===== config.mk =====
export PLATFORM = sky130hd
export DESIGN_NAME = i2c_scl_timer
export DESIGN_NICKNAME = d
export VERILOG_FILES = /design/src/rtl/i2c_scl_pkg.sv /design/src/rtl/scl_prescale.sv /design/src/rtl/scl_tick_nest.sv /design/src/rtl/i2c_scl_timer.sv
export SDC_FILE = /design/constraint.sdc
export NUM_CORES = 1
export LEC_CHECK = 0
export ABC_CLOCK_PERIOD_IN_PS = 4800
export BUFFER_PORTS_ARGS = -buffer_cell sky130_fd_sc_hd__buf_4
export CAP_MARGIN = 20
export CORE_UTILIZATION = 52
export DETAILED_ROUTE_END_ITERATION = 8
export PLACE_DENSITY_LB_ADDON = 0.05
export SLEW_MARGIN = 15
export SYNTH_ARGS = -nofsm -noshare
export SYNTH_HDL_FRONTEND = slang
export SYNTH_HIERARCHICAL = 1
export SYNTH_SLANG_ARGS = --single-unit
export TNS_END_PERCENT = 1

===== constraint.sdc =====
create_clock -name clk -period 4.8 [get_ports clk]
set_input_delay 0.96 -clock clk [delete_from_list [all_inputs] [get_ports clk]]
set_output_delay 0.96 -clock clk [all_outputs]
set_load 0.1 [all_outputs]

===== src/rtl/i2c_scl_pkg.sv =====
package i2c_scl_pkg;

    typedef enum logic [1:0] {
        PH_IDLE = 2'd0,
        PH_LOW  = 2'd1,
        PH_HIGH = 2'd2
    } phase_t;

    // Field positions decoded from the timing words
    localparam int STD_STEP_LSB = 0;
    localparam int STD_SAMP_LSB = 8;
    localparam int HS_EN_LSB    = 0;
    localparam int HS_STEP_LSB  = 8;
    localparam int HS_SAMP_LSB  = 12;
    localparam logic [1:0] HS_EN_CODE = 2'b11;

endpackage


===== src/rtl/scl_prescale.sv =====
module scl_prescale #(
    parameter int PDIV_W = 8
) (
    input  logic              clk,
    input  logic              rst_n,
    input  logic              clr,
    input  logic [PDIV_W-1:0] lim,
    output logic              ce
);

    logic [PDIV_W-1:0] cnt_q;

    always_ff @(posedge clk or negedge rst_n) begin
        if (!rst_n) begin
            cnt_q <= '0;
        end else if (clr || cnt_q == lim) begin
            cnt_q <= '0;
        end else begin
            cnt_q <= cnt_q + 1'b1;
        end
    end

    always_comb begin
        ce = !clr && (cnt_q == lim);
    end

    AST_PRE_BOUNDED: assert property (@(posedge clk) disable iff (!rst_n)
        !clr |=> (cnt_q <= lim)) else $error("prescaler overran its limit");

endmodule


===== src/rtl/scl_tick_nest.sv =====
module scl_tick_nest #(
    parameter int STEP_W = 6,
    parameter int SAMP_W = 3
) (
    input  logic              clk,
    input  logic              rst_n,
    input  logic              clr,
    input  logic              ce,
    input  logic [STEP_W-1:0] step_lim,
    input  logic [SAMP_W-1:0] samp_lim,
    output logic [STEP_W-1:0] step_idx,
    output logic [SAMP_W-1:0] samp_idx,
    output logic              span_done
);

    logic samp_wrap;

    always_comb begin
        samp_wrap = (samp_idx == samp_lim);
        span_done = ce && samp_wrap && (step_idx == step_lim);
    end

    always_ff @(posedge clk or negedge rst_n) begin
        if (!rst_n) begin
            step_idx <= '0;
            samp_idx <= '0;
        end else if (clr) begin
            step_idx <= '0;
            samp_idx <= '0;
        end else if (ce) begin
            if (samp_wrap) begin
                samp_idx <= '0;
                step_idx <= (step_idx == step_lim) ? '0 : step_idx + 1'b1;
            end else begin
                samp_idx <= samp_idx + 1'b1;
            end
        end
    end

    AST_SPAN_RESTARTS: assert property (@(posedge clk) disable iff (!rst_n)
        span_done |=> (step_idx == '0) && (samp_idx == '0)) else $error("span did not restart");

endmodule


===== src/rtl/i2c_scl_timer.sv =====
module i2c_scl_timer #(
    parameter int REG_W     = 16,
    parameter int PDIV_W    = 8,
    parameter int STEP_W    = 6,
    parameter int SAMP_W    = 3,
    parameter int HS_STEP_W = 3,
    parameter int HS_SAMP_W = 3
) (
    input  logic              clk,
    input  logic              rst_n,
    input  logic              run,
    input  logic              hs_switch,
    input  logic [REG_W-1:0]  cfg_timing,
    input  logic [REG_W-1:0]  cfg_hs,
    input  logic [PDIV_W-1:0] cfg_prediv,
    output logic              scl_o,
    output logic              sample_stb,
    output logic              hs_active
);
    import i2c_scl_pkg::*;

    localparam int MID_W = STEP_W + 1;

    phase_t ph_q, ph_d;

    logic [STEP_W-1:0]    step_lim;
    logic [SAMP_W-1:0]    samp_lim;
    logic [HS_STEP_W-1:0] hs_step_sh;
    logic [HS_SAMP_W-1:0] hs_samp_sh;
    logic                 hs_en_sh;
    logic [PDIV_W-1:0]    pre_lim;
    logic                 hs_pend;
    logic                 hs_on_q;

    logic              idle;
    logic              ce;
    logic              half_end;
    logic [STEP_W-1:0] step_idx;
    logic [SAMP_W-1:0] samp_idx;
    logic [MID_W-1:0]  mid_step;
    logic              unused_cfg_bits;

    assign unused_cfg_bits = ^{cfg_timing, cfg_hs};

    always_comb begin
        idle = (ph_q == PH_IDLE);
    end

    scl_prescale #(.PDIV_W(PDIV_W)) u_pre (
        .clk   (clk),
        .rst_n (rst_n),
        .clr   (idle),
        .lim   (pre_lim),
        .ce    (ce)
    );

    scl_tick_nest #(.STEP_W(STEP_W), .SAMP_W(SAMP_W)) u_nest (
        .clk       (clk),
        .rst_n     (rst_n),
        .clr       (idle),
        .ce        (ce),
        .step_lim  (step_lim),
        .samp_lim  (samp_lim),
        .step_idx  (step_idx),
        .samp_idx  (samp_idx),
        .span_done (half_end)
    );

    // Next-phase decision
    always_comb begin
        ph_d = ph_q;
        unique case (ph_q)
            PH_IDLE: if (run)      ph_d = PH_LOW;                       // start
            PH_LOW:  if (half_end) ph_d = PH_HIGH;                      // rise
            PH_HIGH: if (half_end) ph_d = run ? PH_LOW : PH_IDLE;       // fall / park
            default: ph_d = PH_IDLE;
        endcase
    end

    always_ff @(posedge clk or negedge rst_n) begin
        if (!rst_n) ph_q <= PH_IDLE;
        else        ph_q <= ph_d;
    end

    // Shadow loading and high-speed switch-over
    always_ff @(posedge clk or negedge rst_n) begin
        if (!rst_n) begin
            step_lim   <= '0;
            samp_lim   <= '0;
            hs_step_sh <= '0;
            hs_samp_sh <= '0;
            hs_en_sh   <= 1'b0;
            pre_lim    <= '0;
            hs_pend    <= 1'b0;
            hs_on_q    <= 1'b0;
        end else if (idle) begin
            step_lim   <= cfg_timing[STD_STEP_LSB +: STEP_W];
            samp_lim   <= cfg_timing[STD_SAMP_LSB +: SAMP_W];
            hs_step_sh <= cfg_hs[HS_STEP_LSB +: HS_STEP_W];
            hs_samp_sh <= cfg_hs[HS_SAMP_LSB +: HS_SAMP_W];
            hs_en_sh   <= (cfg_hs[HS_EN_LSB +: 2] == HS_EN_CODE);
            pre_lim    <= cfg_prediv;
            hs_pend    <= 1'b0;
            hs_on_q    <= 1'b0;
        end else if (half_end && ph_q == PH_HIGH && !run) begin
            hs_pend <= 1'b0;
            hs_on_q <= 1'b0;
        end else if (half_end && hs_pend) begin
            step_lim <= STEP_W'(hs_step_sh);
            samp_lim <= SAMP_W'(hs_samp_sh);
            hs_pend  <= 1'b0;
            hs_on_q  <= 1'b1;
        end else if (hs_switch && hs_en_sh && !hs_on_q) begin
            hs_pend <= 1'b1;
        end
    end

    // Outputs
    always_comb begin
        mid_step   = MID_W'((MID_W'(step_lim) + 1'b1) >> 1);
        scl_o      = (ph_q != PH_LOW);
        sample_stb = (ph_q == PH_HIGH) && ce &&
                     (MID_W'(step_idx) == mid_step) && (samp_idx == '0);
        hs_active  = hs_on_q;
    end

    AST_SCL_HOLD: assert property (@(posedge clk) disable iff (!rst_n)
        (!idle && !half_end) |=> $stable(scl_o)) else $error("SCL moved mid-phase");
    AST_LIM_FROZEN: assert property (@(posedge clk) disable iff (!rst_n)
        (!idle && !half_end) |=> ($stable(step_lim) && $stable(samp_lim))) else $error("counts reloaded mid-phase");
    AST_STB_IN_HIGH: assert property (@(posedge clk) disable iff (!rst_n)
        sample_stb |-> scl_o) else $error("strobe outside high phase");
    AST_STB_ONE_SHOT: assert property (@(posedge clk) disable iff (!rst_n)
        sample_stb |=> !sample_stb) else $error("strobe wider than one cycle");
    AST_HS_AT_EDGE: assert property (@(posedge clk) disable iff (!rst_n)
        $rose(hs_active) |-> $past(half_end)) else $error("high-speed switch off boundary");
    AST_HS_NEEDS_EN: assert property (@(posedge clk) disable iff (!rst_n)
        hs_active |-> hs_en_sh) else $error("high-speed without enable code");

endmodule


==> metrics.csv, run 1 <==
metric,value,unit
"Arr. time, crit path",3320,ps
fillers,379,
Final Max Slew Viols,0,
clock-pin slew on the worst setup and hold paths,90,ps
PortBufs,31,
crit path launch type,register,
sequential-to-total area share from yosys stat,0.450,
Core Region,4470,sq um
DRT iter0 DRCs,90,
nets@finish,347,
cell taking the most area after synthesis,dfrtp_1,
TNS Setup,0,ps
"Core Util, Final",0.643,
Leakage,1.25,nW
crit path capture type,output pin,
Post-route DRC,0,
# diodes,0,
routed vias,1943,
GRT overflow,0,
# rows,24,
path type of the worst setup path,reg -> out,
clock latency at the later pin of the worst-skew pair,300,ps
Max-Cap Viols,0,
Die Ht,71.4,microns
Worst VDD drop,0.212,mV
fin crit period,4280,ps
"FFs w/ async S/R, synth",1.00,
crit-path max FO,9,
syn nets,313,
skew final,5.48,ps
Pre-Repair DR Iteration Count,4,
"EDFF count, synth",0,
vias in the first global route,1930,
worst reg2reg setup slack,1550,ps
gr usage total,0.225,
Hold Fails Final Rpt,0,
largest net degree at the start of global routing,46,
Hold WC Path Type,reg -> reg,
P&R area growth vs syn,15.0,%
GP Congestion,0.803,
CTS tree,done,
fraction of layout cells with a size suffix above 1,0.190,
initial core utilization,0.559,
Gate Count Post-Synth,265,
count of final setup violators,0,
Root Buffer,clkbuf_8,
Final HPWL DP,3.60,mm
largest cells by area after synthesis,"dfrtp_1 (45%), nand2_1 (10%), xor2_1 (4.6%), xnor2_1 (3.9%), nand3_1 (2.4%)",
Avg Vias per Cell,5.52,
full die area,5090,sq um
Yosys cell types,47,
CTS Buffer Depth,2,
first-pass GRT wire length,8.92,mm
status,finished clean,
# IOs,47,
Slew HR,0.517,
setup bufs post-CTS,0,
Worst Tran Pin Value,719,ps
CP Data Required Time,3840,ps
"Cell Area, Synth",2500,sq um
die extent in x,71.4,microns
post-CTS sizing,0,
"commonest non-fill, non-tap cell in the layout",nand2_1,
DR WL/cell,14.1,microns
PwrDens,379,nW/um^2
Post-synth top flop,dfrtp_1,
yosys warns,6,
clock sinks,45,
highest clock rate,0.234,GHz
synthesized area per cell,9.44,sq um
initial antenna violation count,0,
Inserted Clock Buffers,5,
H-tree levels,2,
Final ANT Viol Nets,0,
crit share post-route,0.892,
flop and latch count out of synthesis,45,
Synth top area share,0.450,
Hold Buf Count CTS,0,
most frequent cells in the layout,"nand2_1 (69), dfrtp_1 (45), buf_4 (35)",
RSZ-0062 raised after global routing,no,
final WL,4.97,mm
-- where the power goes --
| group | leakage, nW | total [mW] | internal (mW) | switching, mW |
|---|---|---|---|---|
| Clock | 0.0445 | 0.240 | 0.103 | 0.136 |
| Sequential | 0.552 | 0.545 | 0.448 | 0.0972 |
| Combinational | 0.658 | 0.306 | 0.147 | 0.159 |
| Total | 1.25 | 1.09 | 0.698 | 0.393 |
-- layer usage --
layer / vias up / wire length, microns / global-route usage
met1: 911 / 2630 / 0.327
met4: 0 / 27 / 0.0667
met2: 30 / 2200 / 0.341
li1: 1000 / - / -
met5: - / 0 / 0
met3: 2 / 110 / 0.0464
-- final cells by class --
type                    count  area, sq um  area share
flip-flops and latches     45         1130       0.391
repair buffers             35          263      0.0913
inverters                  11         41.3      0.0143
clock inverters             3         21.3     0.00739
well taps                  52         65.1      0.0226
multi-input cells         201         1290       0.449
clock buffers               5         68.8      0.0239
-- synthesized netlist by cell type (all sizes together) (3+ instances only) --
| library cell | count |
|---|---|
| or3 | 4 |
| nor4 | 5 |
| a221oi | 3 |
| o211ai | 6 |
| ha | 4 |
| nand3b | 3 |
| nand4 | 4 |
| o21ai | 9 |
| a211oi | 6 |
| dfrtp | 45 |
| a31oi | 8 |
| xnor2 | 14 |
| a21oi | 6 |
| buf | 8 |
| a22o | 3 |
| nand3 | 13 |
| nand2 | 69 |
| o2111ai | 3 |
| inv | 11 |
| xor2 | 14 |
| nor2 | 12 |
-- sequential cells by signal, indices dropped and copies added (netlist names) --
name	count
step_lim	6
u_nest/samp_idx	3
hs_samp_sh	3
hs_en_sh	1
hs_active	1
pre_lim	8
hs_step_sh	3
u_pre/cnt_q	8
ph_q	2
samp_lim	3
hs_pend	1
u_nest/step_idx	6
-- cell families after synthesis --
group           after synthesis  share of synthesized area
compound gates               50                      0.146
xor+xnor                     28                      0.110
fa+ha+maj                     4                     0.0200
buf+inv                      19                     0.0365
flops                        45                      0.450
simple gates                119                      0.237
-- worst paths after layout --
kind | startpoint | cells after the start | end
min in group asynchronous | rst_n | 1 | u_nest/step_idx[4]
min reg2reg | hs_step_sh[1] | 2 | hs_step_sh[1]
max in group asynchronous | rst_n | 1 | step_lim[3]
max reg2reg | u_pre/cnt_q[4] | 10 | step_lim[1]
max | u_pre/cnt_q[4] | 8 | sample_stb
min | hs_step_sh[1] | 2 | hs_step_sh[1]
-- critical path, cell delays in order (launching register included) --
cell and delay [ps]:
dfrtp_1 460, xor2_1 190, nor4_4 560, and3b_1 420, or4b_4 520, nor4_2 230
nand4_1 170, nor4_4 150, buf_4 320
-- through the flow --
step	setup slack [ps]	instance area, sq um	instances	hold WS [ps]	total power [mW]
5_1_grt	333	2880	352	497	1.17
6_report	520	2880	352	470	1.09
4_1_cts	509	2880	352	475	1.10
3_5_place_dp	862	2790	344	453	0.861
3_3_place_gp	905	2790	344	444	0.845
2_1_floorplan	534	2510	265	433	0.779
(Power assumes the default switching activity.)
==> run 2, diff against run 1 <==
--- a/config.mk
+++ b/config.mk
@@ -8,7 +8,9 @@
 export ABC_CLOCK_PERIOD_IN_PS = 4800
 export BUFFER_PORTS_ARGS = -buffer_cell sky130_fd_sc_hd__buf_4
 export CAP_MARGIN = 20
-export CORE_UTILIZATION = 52
+export CELL_PAD_IN_SITES_DETAIL_PLACEMENT = 0
+export CELL_PAD_IN_SITES_GLOBAL_PLACEMENT = 1
+export CORE_UTILIZATION = 45
 export DETAILED_ROUTE_END_ITERATION = 8
 export PLACE_DENSITY_LB_ADDON = 0.05
 export SLEW_MARGIN = 15
==> run 2 against run 1 <==
Maximum frequency grew 1.1%. Power grew 9.5%. Wire length is 0.85% higher. Non-clock buffer count did not move. Clock skew rose by 2.7 ps. Critical endpoint unchanged. Sequential share of layout area fell by 0.93 points. Critical path depth did not move.
==> metrics.csv, run 2 (synthesized netlist as in run 1, its figures left out) <==
metric,value,unit
clock latency at the later pin of the worst-skew pair,300,ps
"commonest non-fill, non-tap cell in the layout",nand2_1,
final WL,5.01,mm
DP Worst Slack,895,ps
RSZ-0062 raised after global routing,no,
final worst slack,566,ps
Regs by FF count,"pre_lim x8, u_pre/cnt_q x8",
crit-path max FO,9,
first-pass GRT wire length,9.10,mm
most frequent cells in the layout,"nand2_1 (69), dfrtp_1 (45), buf_4 (35)",
"Arr. time, crit path",3270,ps
vias in the first global route,1935,
Core Region,5240,sq um
full die area,5860,sq um
highest clock rate,0.236,GHz
skew final,8.17,ps
fraction of layout cells with a size suffix above 1,0.190,
initial antenna violation count,0,
HP Start,hs_step_sh[0],
Die Ht,76.6,microns
PortBufs,31,
# rows,26,
Worst VDD drop,0.184,mV
# IOs,47,
area occupied by registers,1130,sq um
clock sinks,45,
worst hold path depth,2,
Slew HR,0.539,
largest net degree at the start of global routing,46,
DRT iter0 DRCs,119,
Inserted Clock Buffers,5,
Leakage,1.28,nW
Total Power,1.19,mW
GRT overflow,0,
fillers,500,
status,finished clean,
FF-to-FF End,step_lim[2],
H-tree levels,2,
crit share post-route,0.882,
Final ANT Viol Nets,0,
count of final setup violators,0,
setup bufs post-CTS,0,
P&R area growth vs syn,17.9,%
CP Data Required Time,3840,ps
Final HPWL DP,3.60,mm
Hold Buf Count CTS,0,
TNS Setup,0,ps
clock-pin slew on the worst setup and hold paths,90,ps
fin crit period,4230,ps
GP Congestion,0.799,
Hold WC Path Type,reg -> reg,
PwrDens,405,nW/um^2
CTS tree,done,
WHS Endpoint,hs_step_sh[0],
worst reg2reg setup slack,1590,ps
CTS Buffer Depth,2,
Post-route DRC,0,
Pre-Repair DR Iteration Count,4,
post-CTS sizing,0,
multi-input combinational cell area,1290,sq um
crit path capture type,output pin,
initial core utilization,0.478,
path type of the worst setup path,reg -> out,
gr usage total,0.198,
Root Buffer,clkbuf_8,
nets@finish,347,
die extent in x,76.6,microns
# diodes,0,
Final Max Slew Viols,0,
routed vias,1943,
Hold Fails Final Rpt,0,
DR WL/cell,13.5,microns
worst r2r path cells,10,
Worst Tran Pin Value,686,ps
reg2reg start,u_pre/cnt_q[4],
Max-Cap Viols,0,
Avg Vias per Cell,5.25,
crit path launch type,register,
-- run 2: worst max-delay path by stage --
stage,from,endpoint,cells after the start
after global routing,u_pre/cnt_q[4],sample_stb,8
after detailed placement,u_pre/cnt_q[4],sample_stb,8
after CTS,u_pre/cnt_q[4],sample_stb,8
after floorplan,ph_q[0],sample_stb,10
after global placement,u_pre/cnt_q[4],sample_stb,8
final,u_pre/cnt_q[4],sample_stb,8
-- run 2: metrics by stage --
step	hold slack, ps	cell area [sq um]	instances	util
6_report	465	2950	370	0.563
5_1_grt	509	2950	370	0.563
4_1_cts	472	2950	370	0.563
3_5_place_dp	451	2810	362	0.537
3_3_place_gp	445	2810	362	0.537
2_1_floorplan	433	2510	265	-
-- run 2: report_power, final --
group / switching (mW) / total, mW / internal (mW)
logic: 0.156 / 0.302 / 0.146
clock network: 0.138 / 0.348 / 0.210
registers: 0.0964 / 0.544 / 0.448
-- run 2: worst max-delay path, cell delays in order, from the launching register on --
cell	delay, ps
dfrtp_1	460
xor2_1	190
nor4_4	540
and3b_1	390
or4b_4	510
nor4_2	220
nand4_1	170
nor4_4	150
buf_4	320
-- run 2: layout make-up --
| cell class | instances | area share |
|---|---|---|
| inverters | 11 | 0.0140 |
| repair buffers | 35 | 0.0891 |
| well taps | 70 | 0.0297 |
| flip-flops and latches | 45 | 0.382 |
| clock inverters | 3 | 0.0233 |
| multi-input cells | 201 | 0.439 |
| clock buffers | 5 | 0.0233 |
-- run 2: layer usage --
layer  vias to the layer above  GRT usage  share of wire
li1                       1003          -              -
met1                       895      0.287           0.52
met2                        37      0.289           0.43
met3                         8     0.0371          0.035
met4                         0     0.0808          0.017
met5                         -          0              0
==> run 3, diff against run 2 <==
--- a/config.mk
+++ b/config.mk
@@ -5,7 +5,7 @@
 export SDC_FILE = /design/constraint.sdc
 export NUM_CORES = 1
 export LEC_CHECK = 0
-export ABC_CLOCK_PERIOD_IN_PS = 4800
+export ABC_CLOCK_PERIOD_IN_PS = 5200
 export BUFFER_PORTS_ARGS = -buffer_cell sky130_fd_sc_hd__buf_4
 export CAP_MARGIN = 20
 export CELL_PAD_IN_SITES_DETAIL_PLACEMENT = 0
==> constraint.sdc (replaced) <==
create_clock -name clk -period 5.2 [get_ports clk]
set_input_delay 1.04 -clock clk [delete_from_list [all_inputs] [get_ports clk]]
set_output_delay 1.04 -clock clk [all_outputs]
set_load 0.1 [all_outputs]
==> run 3 against run 2 <==
Critical path depth unchanged. Final cell count decreased by 0.27%. Global-route usage increased by 0.067 points. Non-clock buffer count decreased by 1. Wire length increased by 3.0%. Critical path type unchanged. Worst hold slack about the same. First-iteration DRC count decreased by 30%. Setup slack improved by 250 ps. Register-to-register slack improved by 360 ps. Utilization decreased by 0.31 points.
==> metrics.csv, run 3 (synthesized netlist as in run 1, its figures left out) <==
metric,value,unit
post-CTS sizing,0,
# IOs,47,
HP Start,hs_samp_sh[2],
full die area,5860,sq um
crit-path max FO,9,
H-tree levels,2,
Max-Cap Viols,0,
metal3 WL,188,microns
initial antenna violation count,0,
Worst Tran Pin Value,724,ps
TNS Setup,0,ps
Avg Vias per Cell,5.32,
Hold Fails Final Rpt,0,
PortBufs,31,
metal2 WL,2.33,mm
Final Max Slew Viols,0,
critical path's slowest cell,nor4_4,
Hold WC Path Type,reg -> reg,
gr usage total,0.199,
clock latency at the later pin of the worst-skew pair,310,ps
status,finished clean,
GP Congestion,0.785,
# diodes,0,
setup bufs post-CTS,0,
crit path launch type,register,
"commonest non-fill, non-tap cell in the layout",nand2_1,
routed vias,1962,
CP startpoint,u_pre/cnt_q[4],
final WL,5.16,mm
Leakage,1.27,nW
CTS Buffer Depth,2,
Final HPWL DP,3.65,mm
skew final,6.06,ps
crit path cell chain,xor2_1 > nor4_4 > and3b_1 > or4b_4 > nor4_2 > nand4_1 > nor4_2 > buf_4,
Core Region,5240,sq um
largest net degree at the start of global routing,46,
PwrDens,375,nW/um^2
Worst VDD drop,0.162,mV
DRT iter0 DRCs,83,
vias in the first global route,1960,
clock sinks,45,
CP Data Required Time,4160,ps
most frequent cells in the layout,"nand2_1 (69), dfrtp_1 (45), buf_4 (34)",
GRT overflow,0,
nets@finish,346,
crit path capture type,output pin,
Top Metal Used,met4,
Post-route DRC,0,
crit share post-route,0.843,
worst hold margin,465,ps
Inserted Clock Buffers,5,
Regs by FF count,"pre_lim x8, u_pre/cnt_q x8",
die extent in x,76.6,microns
DR WL/cell,14.0,microns
Pre-Repair DR Iteration Count,4,
Die Ht,76.6,microns
highest clock rate,0.228,GHz
reg2reg start,u_pre/cnt_q[4],
count of final setup violators,0,
fin crit period,4380,ps
Root Buffer,clkbuf_8,
Hold Buf Count CTS,0,
Slew HR,0.514,
peak per-stage delay on the critical path,580,ps
clock-pin slew on the worst setup and hold paths,90,ps
DRT met1 WL,2.57,mm
fillers,479,
Most common cell on crit path,nor4_2,
CTS tree,done,
# rows,26,
P&R area growth vs syn,17.2,%
path type of the worst setup path,reg -> out,
RSZ-0062 raised after global routing,no,
first-pass GRT wire length,9.20,mm
"Arr. time, crit path",3340,ps
initial core utilization,0.478,
Final ANT Viol Nets,0,
fraction of layout cells with a size suffix above 1,0.187,
## run 3: cell types whose count changed in the layout (fill, tap and decap cells not counted), sizes merged
cell,before,now
buf,35,34
## run 3: path summary, 6_finish.rpt
check	endpoint	slack (ps)	depth (start not counted)
min in group asynchronous	u_nest/step_idx[3]	720	1
max	sample_stb	820	8
min	hs_samp_sh[2]	470	2
min reg2reg	hs_samp_sh[2]	470	2
max in group asynchronous	step_lim[4]	4070	1
max reg2reg	samp_lim[0]	1950	10
## run 3: worst max-delay path, delay by kind of cell, from the launching register on
kind,cells,cell delay (ps)
AND/OR/NAND/NOR,6,2050
flip-flops,1,460
XOR/XNOR,1,190
buffers and inverters,1,340
## run 3: report_power, final
| group | leakage, nW | total, mW | internal [mW] | switching, mW |
|---|---|---|---|---|
| sequential | 0.552 | 0.502 | 0.413 | 0.0888 |
| clock | 0.0687 | 0.323 | 0.193 | 0.130 |
| combinational | 0.652 | 0.275 | 0.131 | 0.143 |
## run 3: final cells by class
class                           instances  area [sq um]  share of cell area
Clock buffer                            5          68.8              0.0235
Sequential cell                        45          1130               0.384
Inverter                               11          41.3              0.0141
Timing Repair Buffer                   34           255              0.0870
Multi-Input combinational cell        201          1280               0.438
Clock inverter                          3          68.8              0.0235
Tap cell                               70          87.6              0.0299
## run 3: layer usage
| metal | vias up | global-route usage |
|---|---|---|
| met4 | 0 | 0.0654 |
| met1 | 914 | 0.280 |
| met3 | 5 | 0.0395 |
| met2 | 42 | 0.305 |
| li1 | 1001 | - |
| met5 | - | 0 |
## run 3: metrics by stage
| step | power [mW] | util | instance area [sq um] | setup WS, ps | instances |
|---|---|---|---|---|---|
| finish | 1.10 | 0.560 | 2930 | 816 | 369 |
| global route | 1.17 | 0.560 | 2930 | 655 | 369 |
| CTS | 1.11 | 0.560 | 2930 | 828 | 369 |
| detailed placement | 0.786 | 0.534 | 2800 | 1220 | 361 |
| global placement | 0.779 | 0.534 | 2800 | 1230 | 361 |
| floorplan | 0.717 | - | 2500 | 241 | 265 |
